$ cat src/rtl/dgs_pkg.sv
`timescale 1ns/1ps
package dgs_pkg;
    typedef enum logic [1:0] {
        KIND_PASS   = 2'd0,
        KIND_SPROW  = 2'd1,
        KIND_SPBANK = 2'd2
    } remap_kind_e;

    typedef enum logic [1:0] {
        ST_IDLE      = 2'd0,
        ST_CHECK     = 2'd1,
        ST_ALLOC_ROW = 2'd2,
        ST_PROMOTE   = 2'd3
    } ctl_state_e;
endpackage

$ cat src/rtl/dgs_row_table.sv
`timescale 1ns/1ps
module dgs_row_table #(
    parameter int ENTRIES = 16,
    parameter int BANK_W  = 3,
    parameter int ROW_W   = 12,
    localparam int IDX_W  = $clog2(ENTRIES)
) (
    input  logic              clk,
    input  logic              rst_n,
    input  logic [BANK_W-1:0] lk_bank,
    input  logic [ROW_W-1:0]  lk_row,
    output logic              lk_hit,
    output logic [IDX_W-1:0]  lk_idx,
    input  logic [BANK_W-1:0] q_bank,
    input  logic [ROW_W-1:0]  q_row,
    output logic              q_dup,
    output logic              q_any,
    output logic              free_ok,
    input  logic              wr_en,
    input  logic              clr_en
);
    logic              ent_v    [ENTRIES];
    logic [BANK_W-1:0] ent_bank [ENTRIES];
    logic [ROW_W-1:0]  ent_row  [ENTRIES];
    logic [IDX_W-1:0]  free_idx;

    always_comb begin
        lk_hit   = 1'b0;
        lk_idx   = '0;
        q_dup    = 1'b0;
        q_any    = 1'b0;
        free_ok  = 1'b0;
        free_idx = '0;
        for (int i = ENTRIES - 1; i >= 0; i--) begin
            if (ent_v[i] && ent_bank[i] == lk_bank && ent_row[i] == lk_row) begin
                lk_hit = 1'b1;
                lk_idx = IDX_W'(i);
            end
            if (ent_v[i] && ent_bank[i] == q_bank) begin
                q_any = 1'b1;
                if (ent_row[i] == q_row) q_dup = 1'b1;
            end
            if (!ent_v[i]) begin
                free_ok  = 1'b1;
                free_idx = IDX_W'(i);
            end
        end
    end

    always_ff @(posedge clk) begin
        if (!rst_n) begin
            for (int i = 0; i < ENTRIES; i++) begin
                ent_v[i]    <= 1'b0;
                ent_bank[i] <= '0;
                ent_row[i]  <= '0;
            end
        end else begin
            for (int i = 0; i < ENTRIES; i++) begin
                if (clr_en && ent_v[i] && ent_bank[i] == q_bank) ent_v[i] <= 1'b0;
                if (wr_en && free_idx == IDX_W'(i)) begin
                    ent_v[i]    <= 1'b1;
                    ent_bank[i] <= q_bank;
                    ent_row[i]  <= q_row;
                end
            end
        end
    end

    AST_ROW_WRITE_HAS_ROOM: assert property (@(posedge clk) disable iff (!rst_n)
        wr_en |-> free_ok);
    AST_ROW_WRITE_FRESH: assert property (@(posedge clk) disable iff (!rst_n)
        wr_en |=> q_dup);
endmodule

$ cat src/rtl/dgs_bank_table.sv
`timescale 1ns/1ps
module dgs_bank_table #(
    parameter int SPARES  = 2,
    parameter int BANK_W  = 3,
    localparam int SB_W   = (SPARES > 1) ? $clog2(SPARES) : 1
) (
    input  logic              clk,
    input  logic              rst_n,
    input  logic [BANK_W-1:0] lk_bank,
    output logic              lk_hit,
    output logic [SB_W-1:0]   lk_idx,
    input  logic [BANK_W-1:0] q_bank,
    output logic              q_hit,
    output logic              free_ok,
    input  logic              alloc_en
);
    logic              sb_v   [SPARES];
    logic [BANK_W-1:0] sb_src [SPARES];
    logic [SB_W-1:0]   free_idx;

    always_comb begin
        lk_hit   = 1'b0;
        lk_idx   = '0;
        q_hit    = 1'b0;
        free_ok  = 1'b0;
        free_idx = '0;
        for (int i = SPARES - 1; i >= 0; i--) begin
            if (sb_v[i] && sb_src[i] == lk_bank) begin
                lk_hit = 1'b1;
                lk_idx = SB_W'(i);
            end
            if (sb_v[i] && sb_src[i] == q_bank) q_hit = 1'b1;
            if (!sb_v[i]) begin
                free_ok  = 1'b1;
                free_idx = SB_W'(i);
            end
        end
    end

    always_ff @(posedge clk) begin
        if (!rst_n) begin
            for (int i = 0; i < SPARES; i++) begin
                sb_v[i]   <= 1'b0;
                sb_src[i] <= '0;
            end
        end else if (alloc_en) begin
            for (int i = 0; i < SPARES; i++) begin
                if (free_idx == SB_W'(i)) begin
                    sb_v[i]   <= 1'b1;
                    sb_src[i] <= q_bank;
                end
            end
        end
    end

    AST_BANK_ALLOC_HAS_ROOM: assert property (@(posedge clk) disable iff (!rst_n)
        alloc_en |-> free_ok);
    AST_BANK_ALLOC_TAKES: assert property (@(posedge clk) disable iff (!rst_n)
        alloc_en |=> q_hit);
endmodule

$ cat src/rtl/dgs_fault_ctl.sv
`timescale 1ns/1ps
module dgs_fault_ctl
    import dgs_pkg::*;
#(
    parameter int NUM_BANKS  = 8,
    parameter int ROW_W      = 12,
    parameter int PROMOTE_AT = 4,
    localparam int BANK_W    = $clog2(NUM_BANKS),
    localparam int CNT_W     = $clog2(PROMOTE_AT + 1)
) (
    input  logic              clk,
    input  logic              rst_n,
    input  logic              fault_valid,
    input  logic [BANK_W-1:0] fault_bank,
    input  logic [ROW_W-1:0]  fault_row,
    output logic              fault_ready,
    output logic [BANK_W-1:0] q_bank,
    output logic [ROW_W-1:0]  q_row,
    input  logic              row_dup,
    input  logic              row_bank_any,
    input  logic              row_free,
    input  logic              bank_hit,
    input  logic              bank_free,
    output logic              row_wr,
    output logic              row_clr,
    output logic              bank_alloc,
    output logic              exhausted
);
    ctl_state_e       state, state_nx;
    logic [CNT_W-1:0] cnt [NUM_BANKS];
    logic             need_bank;
    logic             exh_set;

    assign need_bank = (32'(cnt[q_bank]) + 1) >= PROMOTE_AT;

    always_ff @(posedge clk) begin
        if (!rst_n) state <= ST_IDLE;
        else        state <= state_nx;
    end

    always_comb begin
        state_nx    = state;
        fault_ready = 1'b0;
        row_wr      = 1'b0;
        row_clr     = 1'b0;
        bank_alloc  = 1'b0;
        exh_set     = 1'b0;
        unique case (state)
            ST_IDLE: begin
                fault_ready = 1'b1;
                if (fault_valid) state_nx = ST_CHECK;
            end
            ST_CHECK: begin
                if (bank_hit || row_dup) begin
                    state_nx = ST_IDLE;
                end else if (need_bank) begin
                    if (bank_free) state_nx = ST_PROMOTE;
                    else begin
                        exh_set  = 1'b1;
                        state_nx = ST_IDLE;
                    end
                end else if (row_free) begin
                    state_nx = ST_ALLOC_ROW;
                end else begin
                    exh_set  = 1'b1;
                    state_nx = ST_IDLE;
                end
            end
            ST_ALLOC_ROW: begin
                row_wr   = 1'b1;
                state_nx = ST_IDLE;
            end
            ST_PROMOTE: begin
                bank_alloc = 1'b1;
                row_clr    = 1'b1;
                state_nx   = ST_IDLE;
            end
        endcase
    end

    always_ff @(posedge clk) begin
        if (!rst_n) begin
            q_bank    <= '0;
            q_row     <= '0;
            exhausted <= 1'b0;
            for (int b = 0; b < NUM_BANKS; b++) cnt[b] <= '0;
        end else begin
            if (fault_ready && fault_valid) begin
                q_bank <= fault_bank;
                q_row  <= fault_row;
            end
            if (exh_set) exhausted <= 1'b1;
            if (row_wr || bank_alloc) cnt[q_bank] <= cnt[q_bank] + 1'b1;
        end
    end

    AST_PROMOTE_FREES_ROWS: assert property (@(posedge clk) disable iff (!rst_n)
        (state == ST_PROMOTE) |=> !row_bank_any);
    AST_EXHAUSTED_STICKY: assert property (@(posedge clk) disable iff (!rst_n)
        exhausted |=> exhausted);
    AST_BUSY_AFTER_TAKE: assert property (@(posedge clk) disable iff (!rst_n)
        (fault_valid && fault_ready) |=> !fault_ready);
    AST_PROMOTED_NOT_GROWN: assert property (@(posedge clk) disable iff (!rst_n)
        (state == ST_CHECK && bank_hit) |=> $stable(cnt[q_bank]));
endmodule

$ cat src/rtl/dgs_remap.sv
`timescale 1ns/1ps
module dgs_remap
    import dgs_pkg::*;
#(
    parameter int NUM_BANKS   = 8,
    parameter int ROW_W       = 12,
    parameter int ROW_SPARES  = 16,
    parameter int BANK_SPARES = 2,
    parameter int PROMOTE_AT  = 4,
    localparam int BANK_W     = $clog2(NUM_BANKS),
    localparam int IDX_W      = $clog2(ROW_SPARES),
    localparam int SB_W       = (BANK_SPARES > 1) ? $clog2(BANK_SPARES) : 1
) (
    input  logic              clk,
    input  logic              rst_n,
    input  logic              fault_valid,
    input  logic [BANK_W-1:0] fault_bank,
    input  logic [ROW_W-1:0]  fault_row,
    output logic              fault_ready,
    input  logic              req_valid,
    input  logic [BANK_W-1:0] req_bank,
    input  logic [ROW_W-1:0]  req_row,
    output logic              rsp_valid,
    output logic [1:0]        rsp_kind,
    output logic [BANK_W-1:0] rsp_bank,
    output logic [ROW_W-1:0]  rsp_row,
    output logic              spares_exhausted
);
    logic [BANK_W-1:0] q_bank;
    logic [ROW_W-1:0]  q_row;
    logic              rt_hit, rt_dup, rt_any, rt_free, rt_wr, rt_clr;
    logic [IDX_W-1:0]  rt_idx;
    logic              bt_hit, bt_qhit, bt_free, bt_alloc;
    logic [SB_W-1:0]   bt_idx;

    dgs_row_table #(.ENTRIES(ROW_SPARES), .BANK_W(BANK_W), .ROW_W(ROW_W)) u_rows (
        .clk(clk), .rst_n(rst_n),
        .lk_bank(req_bank), .lk_row(req_row), .lk_hit(rt_hit), .lk_idx(rt_idx),
        .q_bank(q_bank), .q_row(q_row), .q_dup(rt_dup), .q_any(rt_any),
        .free_ok(rt_free), .wr_en(rt_wr), .clr_en(rt_clr)
    );

    dgs_bank_table #(.SPARES(BANK_SPARES), .BANK_W(BANK_W)) u_banks (
        .clk(clk), .rst_n(rst_n),
        .lk_bank(req_bank), .lk_hit(bt_hit), .lk_idx(bt_idx),
        .q_bank(q_bank), .q_hit(bt_qhit), .free_ok(bt_free), .alloc_en(bt_alloc)
    );

    dgs_fault_ctl #(.NUM_BANKS(NUM_BANKS), .ROW_W(ROW_W), .PROMOTE_AT(PROMOTE_AT)) u_ctl (
        .clk(clk), .rst_n(rst_n),
        .fault_valid(fault_valid), .fault_bank(fault_bank), .fault_row(fault_row),
        .fault_ready(fault_ready), .q_bank(q_bank), .q_row(q_row),
        .row_dup(rt_dup), .row_bank_any(rt_any), .row_free(rt_free),
        .bank_hit(bt_qhit), .bank_free(bt_free),
        .row_wr(rt_wr), .row_clr(rt_clr), .bank_alloc(bt_alloc),
        .exhausted(spares_exhausted)
    );

    always_ff @(posedge clk) begin
        if (!rst_n) begin
            rsp_valid <= 1'b0;
            rsp_kind  <= KIND_PASS;
            rsp_bank  <= '0;
            rsp_row   <= '0;
        end else begin
            rsp_valid <= req_valid;
            if (bt_hit) begin
                rsp_kind <= KIND_SPBANK;
                rsp_bank <= BANK_W'(bt_idx);
                rsp_row  <= req_row;
            end else if (rt_hit) begin
                rsp_kind <= KIND_SPROW;
                rsp_bank <= '0;
                rsp_row  <= ROW_W'(rt_idx);
            end else begin
                rsp_kind <= KIND_PASS;
                rsp_bank <= req_bank;
                rsp_row  <= req_row;
            end
        end
    end

    AST_RSP_FOLLOWS_REQ: assert property (@(posedge clk) disable iff (!rst_n)
        req_valid |=> rsp_valid);
    AST_SPARE_BANK_RANGE: assert property (@(posedge clk) disable iff (!rst_n)
        (rsp_valid && rsp_kind == KIND_SPBANK) |-> (32'(rsp_bank) < BANK_SPARES));
    AST_SPARE_ROW_RANGE: assert property (@(posedge clk) disable iff (!rst_n)
        (rsp_valid && rsp_kind == KIND_SPROW) |-> (32'(rsp_row) < ROW_SPARES));
endmodule

$ cat config.mk
export PLATFORM = sky130hd
export DESIGN_NAME = dgs_remap
export DESIGN_NICKNAME = d
export VERILOG_FILES = /design/src/rtl/dgs_pkg.sv /design/src/rtl/dgs_row_table.sv /design/src/rtl/dgs_bank_table.sv /design/src/rtl/dgs_fault_ctl.sv /design/src/rtl/dgs_remap.sv
export SDC_FILE = /design/constraint.sdc
export NUM_CORES = 1
export LEC_CHECK = 0
export BUFFER_PORTS_ARGS = -buffer_cell sky130_fd_sc_hd__buf_2
export CAP_MARGIN = 0
export CORE_MARGIN = 4
export CORE_UTILIZATION = 32
export DETAILED_ROUTE_END_ITERATION = 8
export GPL_ROUTABILITY_DRIVEN = 1
export PLACE_DENSITY = 0.47
export RECOVER_POWER = 100
export SYNTH_ARGS = -nofsm -noshare
export SYNTH_HDL_FRONTEND = slang
export SYNTH_SLANG_ARGS = --single-unit
$ cat constraint.sdc
create_clock -name clk -period 5.1 [get_ports clk]
set_clock_uncertainty 0.2 [all_clocks]
set_input_delay 1.02 -clock clk [delete_from_list [all_inputs] [get_ports clk]]
set_output_delay 1.02 -clock clk [all_outputs]
set_load 0.05 [all_outputs]
==> summary.json <==
{
  "layout": {
    "area.sequential_um2": 9340,
    "multi_input_area_um2": 8150,
    "fillerInstances": 5745,
    "nNetsFinal": 1759,
    "post_route_cells_drive_above_1_share_pct": 9.45,
    "synth_to_layout_area_growth_pct": 11.9
  },
  "grt": {
    "gr-total-overflow": 0,
    "first_global_vias": 13400,
    "grt.total_usage_pct": 22.1,
    "grt_antenna_before_repair": 1,
    "largest_net_degree_at_the_start_of_global_routing": 54,
    "global_route_wire_length_before_repair_um": 97300
  },
  "pwr": {
    "power.clock.fraction_pct": 40.8,
    "power.density_nw_per_um2": 341,
    "power.ir.vdd_worst_uv": 235,
    "power.share.combinational_pct": 13.8,
    "cell_internal_pwr_mw": 5.06,
    "power.leakage_nw": 6.43,
    "seq_power_share_pct": 45.4,
    "sw_frac_of_total_pct": 27.8,
    "p_sw_mw": 1.95
  },
  "timing": {
    "layout_min_cycle_time_ns": 4.19,
    "report.final.slew_viol_count": 56,
    "tightest_slew_ns": 1.74,
    "setup_tns_ns": 0,
    "clock.fmax_mhz": 238,
    "finalHoldViolations": 0,
    "setup_violations": 0,
    "period_utilization_post_route_pct": 82.2,
    "holdWs_ns": 0.260,
    "relSlewSlack_pct": -15.8,
    "rsz0062_at_grt": "no"
  },
  "route": {
    "route.antenna.remaining_nets": 0,
    "first_pass_iters": 5,
    "via_count": 13700,
    "totalWireLength_um": 69100,
    "vias_per_cell": 5.44,
    "route.detailed.drc": 0,
    "avgRoutedWirePerCell_um": 27.5,
    "drt_iter0_drc": 1392
  },
  "worst_hold_path": {
    "startpoint_of_the_tightest_hold_check_path": "u_ctl.q_row[4]",
    "hold_class": "reg2reg",
    "hold_path_depth": 2,
    "hold_end": "u_ctl.q_row[4]"
  },
  "job": {
    "drv_cap": 4
  },
  "synth": {
    "yosys.area_share.adder_pct": 0.0680,
    "post_synth_main_area_contributors": "sky130_fd_sc_hd__edfxtp_1 46%, sky130_fd_sc_hd__xnor2_1 21%, sky130_fd_sc_hd__nand4_1 6.5%",
    "synth_nets": 1703,
    "netlist.area_leader.share_pct": 45.6,
    "dominant_combinational_cell_family_by_area_after_synthesis": "XOR/XNOR gates",
    "synth-compound-area-share_pct": 2.81,
    "synth.mux.area_fraction_pct": 0.939,
    "synth-seq-cells": 327,
    "ys.flop_type": "sky130_fd_sc_hd__edfxtp_1",
    "yosys.area.top_type": "sky130_fd_sc_hd__edfxtp_1",
    "synth-simple-area-share_pct": 17.1,
    "post_synthesis_sequential_area_ratio_pct": 50.8,
    "syn_area_um2": 18400,
    "synthesis.instances": 1668,
    "asyncSetResetFlopFracSynth_pct": 0,
    "number_of_synthesized_flops_with_an_enable_pin": 279,
    "ys_types": 56,
    "average_footprint_of_a_synthesized_cell_um2": 11.0,
    "synth_xor_area_share_pct": 23.5,
    "ys_warn_count": 0
  },
  "clocking": {
    "ctsHtreeMaxLevel": 2,
    "clockRootBuffer": "sky130_fd_sc_hd__clkbuf_16",
    "cts.sinks": 327,
    "post_cts.resized_instances": 0,
    "post_cts_buffers": 0,
    "worstSkewPairLatency_ns": 0.57,
    "cts_hold_buffers": 0,
    "clk_pin_slew_ns": 0.06,
    "tritoncts.num_buffers": 40,
    "tritoncts": "yes",
    "cts.path.max_buffers": 3
  },
  "setup_path": {
    "cp_max_fo": 17,
    "cp-start-kind": "register",
    "cp.required_ns": 5.04,
    "cp.arrival_ns": 4.13,
    "r2r-end": "u_rows.ent_row[3][2]",
    "end_kind": "register",
    "critPathLaunch": "u_rows.ent_v[15]",
    "reg2reg_depth": 9,
    "reg2reg_from": "u_rows.ent_v[15]",
    "critPathKind": "reg2reg",
    "setup_slack_reg_to_reg_ns": 0.91
  },
  "place": {
    "buffer_ports.inserted": 53,
    "place.detailed.hpwl_um": 48600,
    "place.gp.congestion": 0.993
  },
  "outcome": {
    "violations": "capacitance limit, slew limit",
    "status": "complete, but fails checks"
  },
  "floorplanning": {
    "die-area_um2": 61400,
    "dieWidth_um": 248,
    "core-area_um2": 56600,
    "design.portCount": 54,
    "core.rowCount": 87,
    "chipHeight_um": 248,
    "starting_density_of_the_core_pct": 32.5
  }
}
state kept, by name, indices dropped and copies added, names as in the netlist, 2 cells and up, named ones only:
register	flops
u_banks.sb_v	2
u_ctl.q_row	12
u_rows.ent_v	16
rsp_kind	2
u_rows.ent_bank	48
u_banks.sb_src	6
u_rows.ent_row	192
u_ctl.state	2
rsp_bank	3
u_ctl.cnt	24
u_ctl.q_bank	3
rsp_row	12
critical path, cell delays in order, from the launching register on:
cell                       delay (ns)
sky130_fd_sc_hd__edfxtp_1        0.55
sky130_fd_sc_hd__nand2b_1        0.15
sky130_fd_sc_hd__a21boi_0        0.15
sky130_fd_sc_hd__o21ai_0         0.22
sky130_fd_sc_hd__a21boi_0        0.16
sky130_fd_sc_hd__o211a_1         0.26
sky130_fd_sc_hd__o21ai_0         0.61
sky130_fd_sc_hd__or3_1           0.21
sky130_fd_sc_hd__clkbuf_1        0.62
sky130_fd_sc_hd__nand2_1         0.64
cells in the final DEF, fill, tap and decap left out, types with 6 or more instances in the layout:
cell type,instances
sky130_fd_sc_hd__a21oi_1,29
sky130_fd_sc_hd__and3_1,9
sky130_fd_sc_hd__buf_2,31
sky130_fd_sc_hd__buf_4,57
sky130_fd_sc_hd__clkbuf_1,51
sky130_fd_sc_hd__clkbuf_16,41
sky130_fd_sc_hd__dfxtp_1,47
sky130_fd_sc_hd__edfxtp_1,279
sky130_fd_sc_hd__inv_1,25
sky130_fd_sc_hd__mux4_2,6
sky130_fd_sc_hd__nand2_1,93
sky130_fd_sc_hd__nand3_1,12
sky130_fd_sc_hd__nand4_1,191
sky130_fd_sc_hd__nor2_1,210
sky130_fd_sc_hd__nor3_1,12
sky130_fd_sc_hd__nor4_1,54
sky130_fd_sc_hd__nor4_2,7
sky130_fd_sc_hd__o211ai_1,6
sky130_fd_sc_hd__o21ai_0,24
sky130_fd_sc_hd__or4_1,6
sky130_fd_sc_hd__xnor2_1,437
sky130_fd_sc_hd__xor2_1,56
metrics by stage:
stage               power (mW)  instance area (µm²)  setup slack [ns]  utilization [%]  cells
floorplan                 3.86                18400              1.94                -   1668
global placement          4.19                19400             0.925             34.2   2438
detailed placement        4.19                19400             0.905             34.2   2438
CTS                       7.04                20700              1.47             36.5   2512
global route              7.23                20600             0.664             36.3   2512
finish                    7.01                20600             0.907             36.3   2513
cell usage after synthesis (3+ instances only):
master / count
sky130_fd_sc_hd__xnor2_1: 437
sky130_fd_sc_hd__edfxtp_1: 279
sky130_fd_sc_hd__nor2_1: 210
sky130_fd_sc_hd__nand4_1: 190
sky130_fd_sc_hd__nand2_1: 93
sky130_fd_sc_hd__xor2_1: 56
sky130_fd_sc_hd__nor4_1: 54
sky130_fd_sc_hd__dfxtp_1: 48
sky130_fd_sc_hd__clkbuf_1: 40
sky130_fd_sc_hd__buf_6: 39
sky130_fd_sc_hd__a21oi_1: 29
sky130_fd_sc_hd__inv_1: 25
sky130_fd_sc_hd__buf_2: 21
sky130_fd_sc_hd__o21ai_0: 20
sky130_fd_sc_hd__nand3_1: 12
sky130_fd_sc_hd__nor3_1: 11
sky130_fd_sc_hd__and3_1: 9
sky130_fd_sc_hd__buf_4: 9
sky130_fd_sc_hd__nor4_2: 7
sky130_fd_sc_hd__o21ai_1: 7
sky130_fd_sc_hd__mux4_2: 6
sky130_fd_sc_hd__o211ai_1: 6
sky130_fd_sc_hd__nand2b_1: 5
sky130_fd_sc_hd__or4_1: 5
sky130_fd_sc_hd__a31oi_1: 4
sky130_fd_sc_hd__and2_1: 4
sky130_fd_sc_hd__o21bai_1: 3
sky130_fd_sc_hd__or3_1: 3
power by group through the flow:
stage	combinational [mW]	sequential [mW]	clock [mW]
after detailed placement	0.959	3.23	0
after floorplan	0.679	3.18	0
final	0.964	3.18	2.86
after global routing	1.02	3.19	3.01
after global placement	0.955	3.23	0
after CTS	0.963	3.18	2.90
metal layers:
metal | wire (µm) | part of all wire (%) | GRT usage [%]
met3 | 5680 | 8.2 | 3.99
met5 | 12 | 0.017 | 0
met1 | 30700 | 44 | 31.2
met2 | 30700 | 44 | 34.9
met4 | 1940 | 2.8 | 6.42
how the worst max path moves through the flow:
stage | to | cells past startpoint
after floorplan | u_rows.ent_v[11] | 8
after global placement | rsp_row[0] | 8
after detailed placement | rsp_row[0] | 8
after CTS | u_rows.ent_row[4][7] | 8
after global routing | rsp_row[0] | 10
final | u_rows.ent_row[3][2] | 9
cell families (layout without fill, tap and decap cells):
family,count (synthesis),after routing
and+or+nand+nor,616,616
xor gates and xnor gates,493,493
DFF,327,327
buffers and inverters,137,225
AOI/OAI and AO/OA,85,85
muxes,9,9
adders and majority gates,1,1
other,0,1
area by class of cell:
cell class              instances  share of cell area [%]
clock buffers                  58                    5.44
flip-flops and latches        327                    45.4
diodes                          1                  0.0122
clock inverters                16                   0.858
inverters                      25                   0.456
multi-input cells            1204                    39.6
repair buffers                126                    3.61
well taps                     756                    4.60
Power figures use the tool's default switching activity.
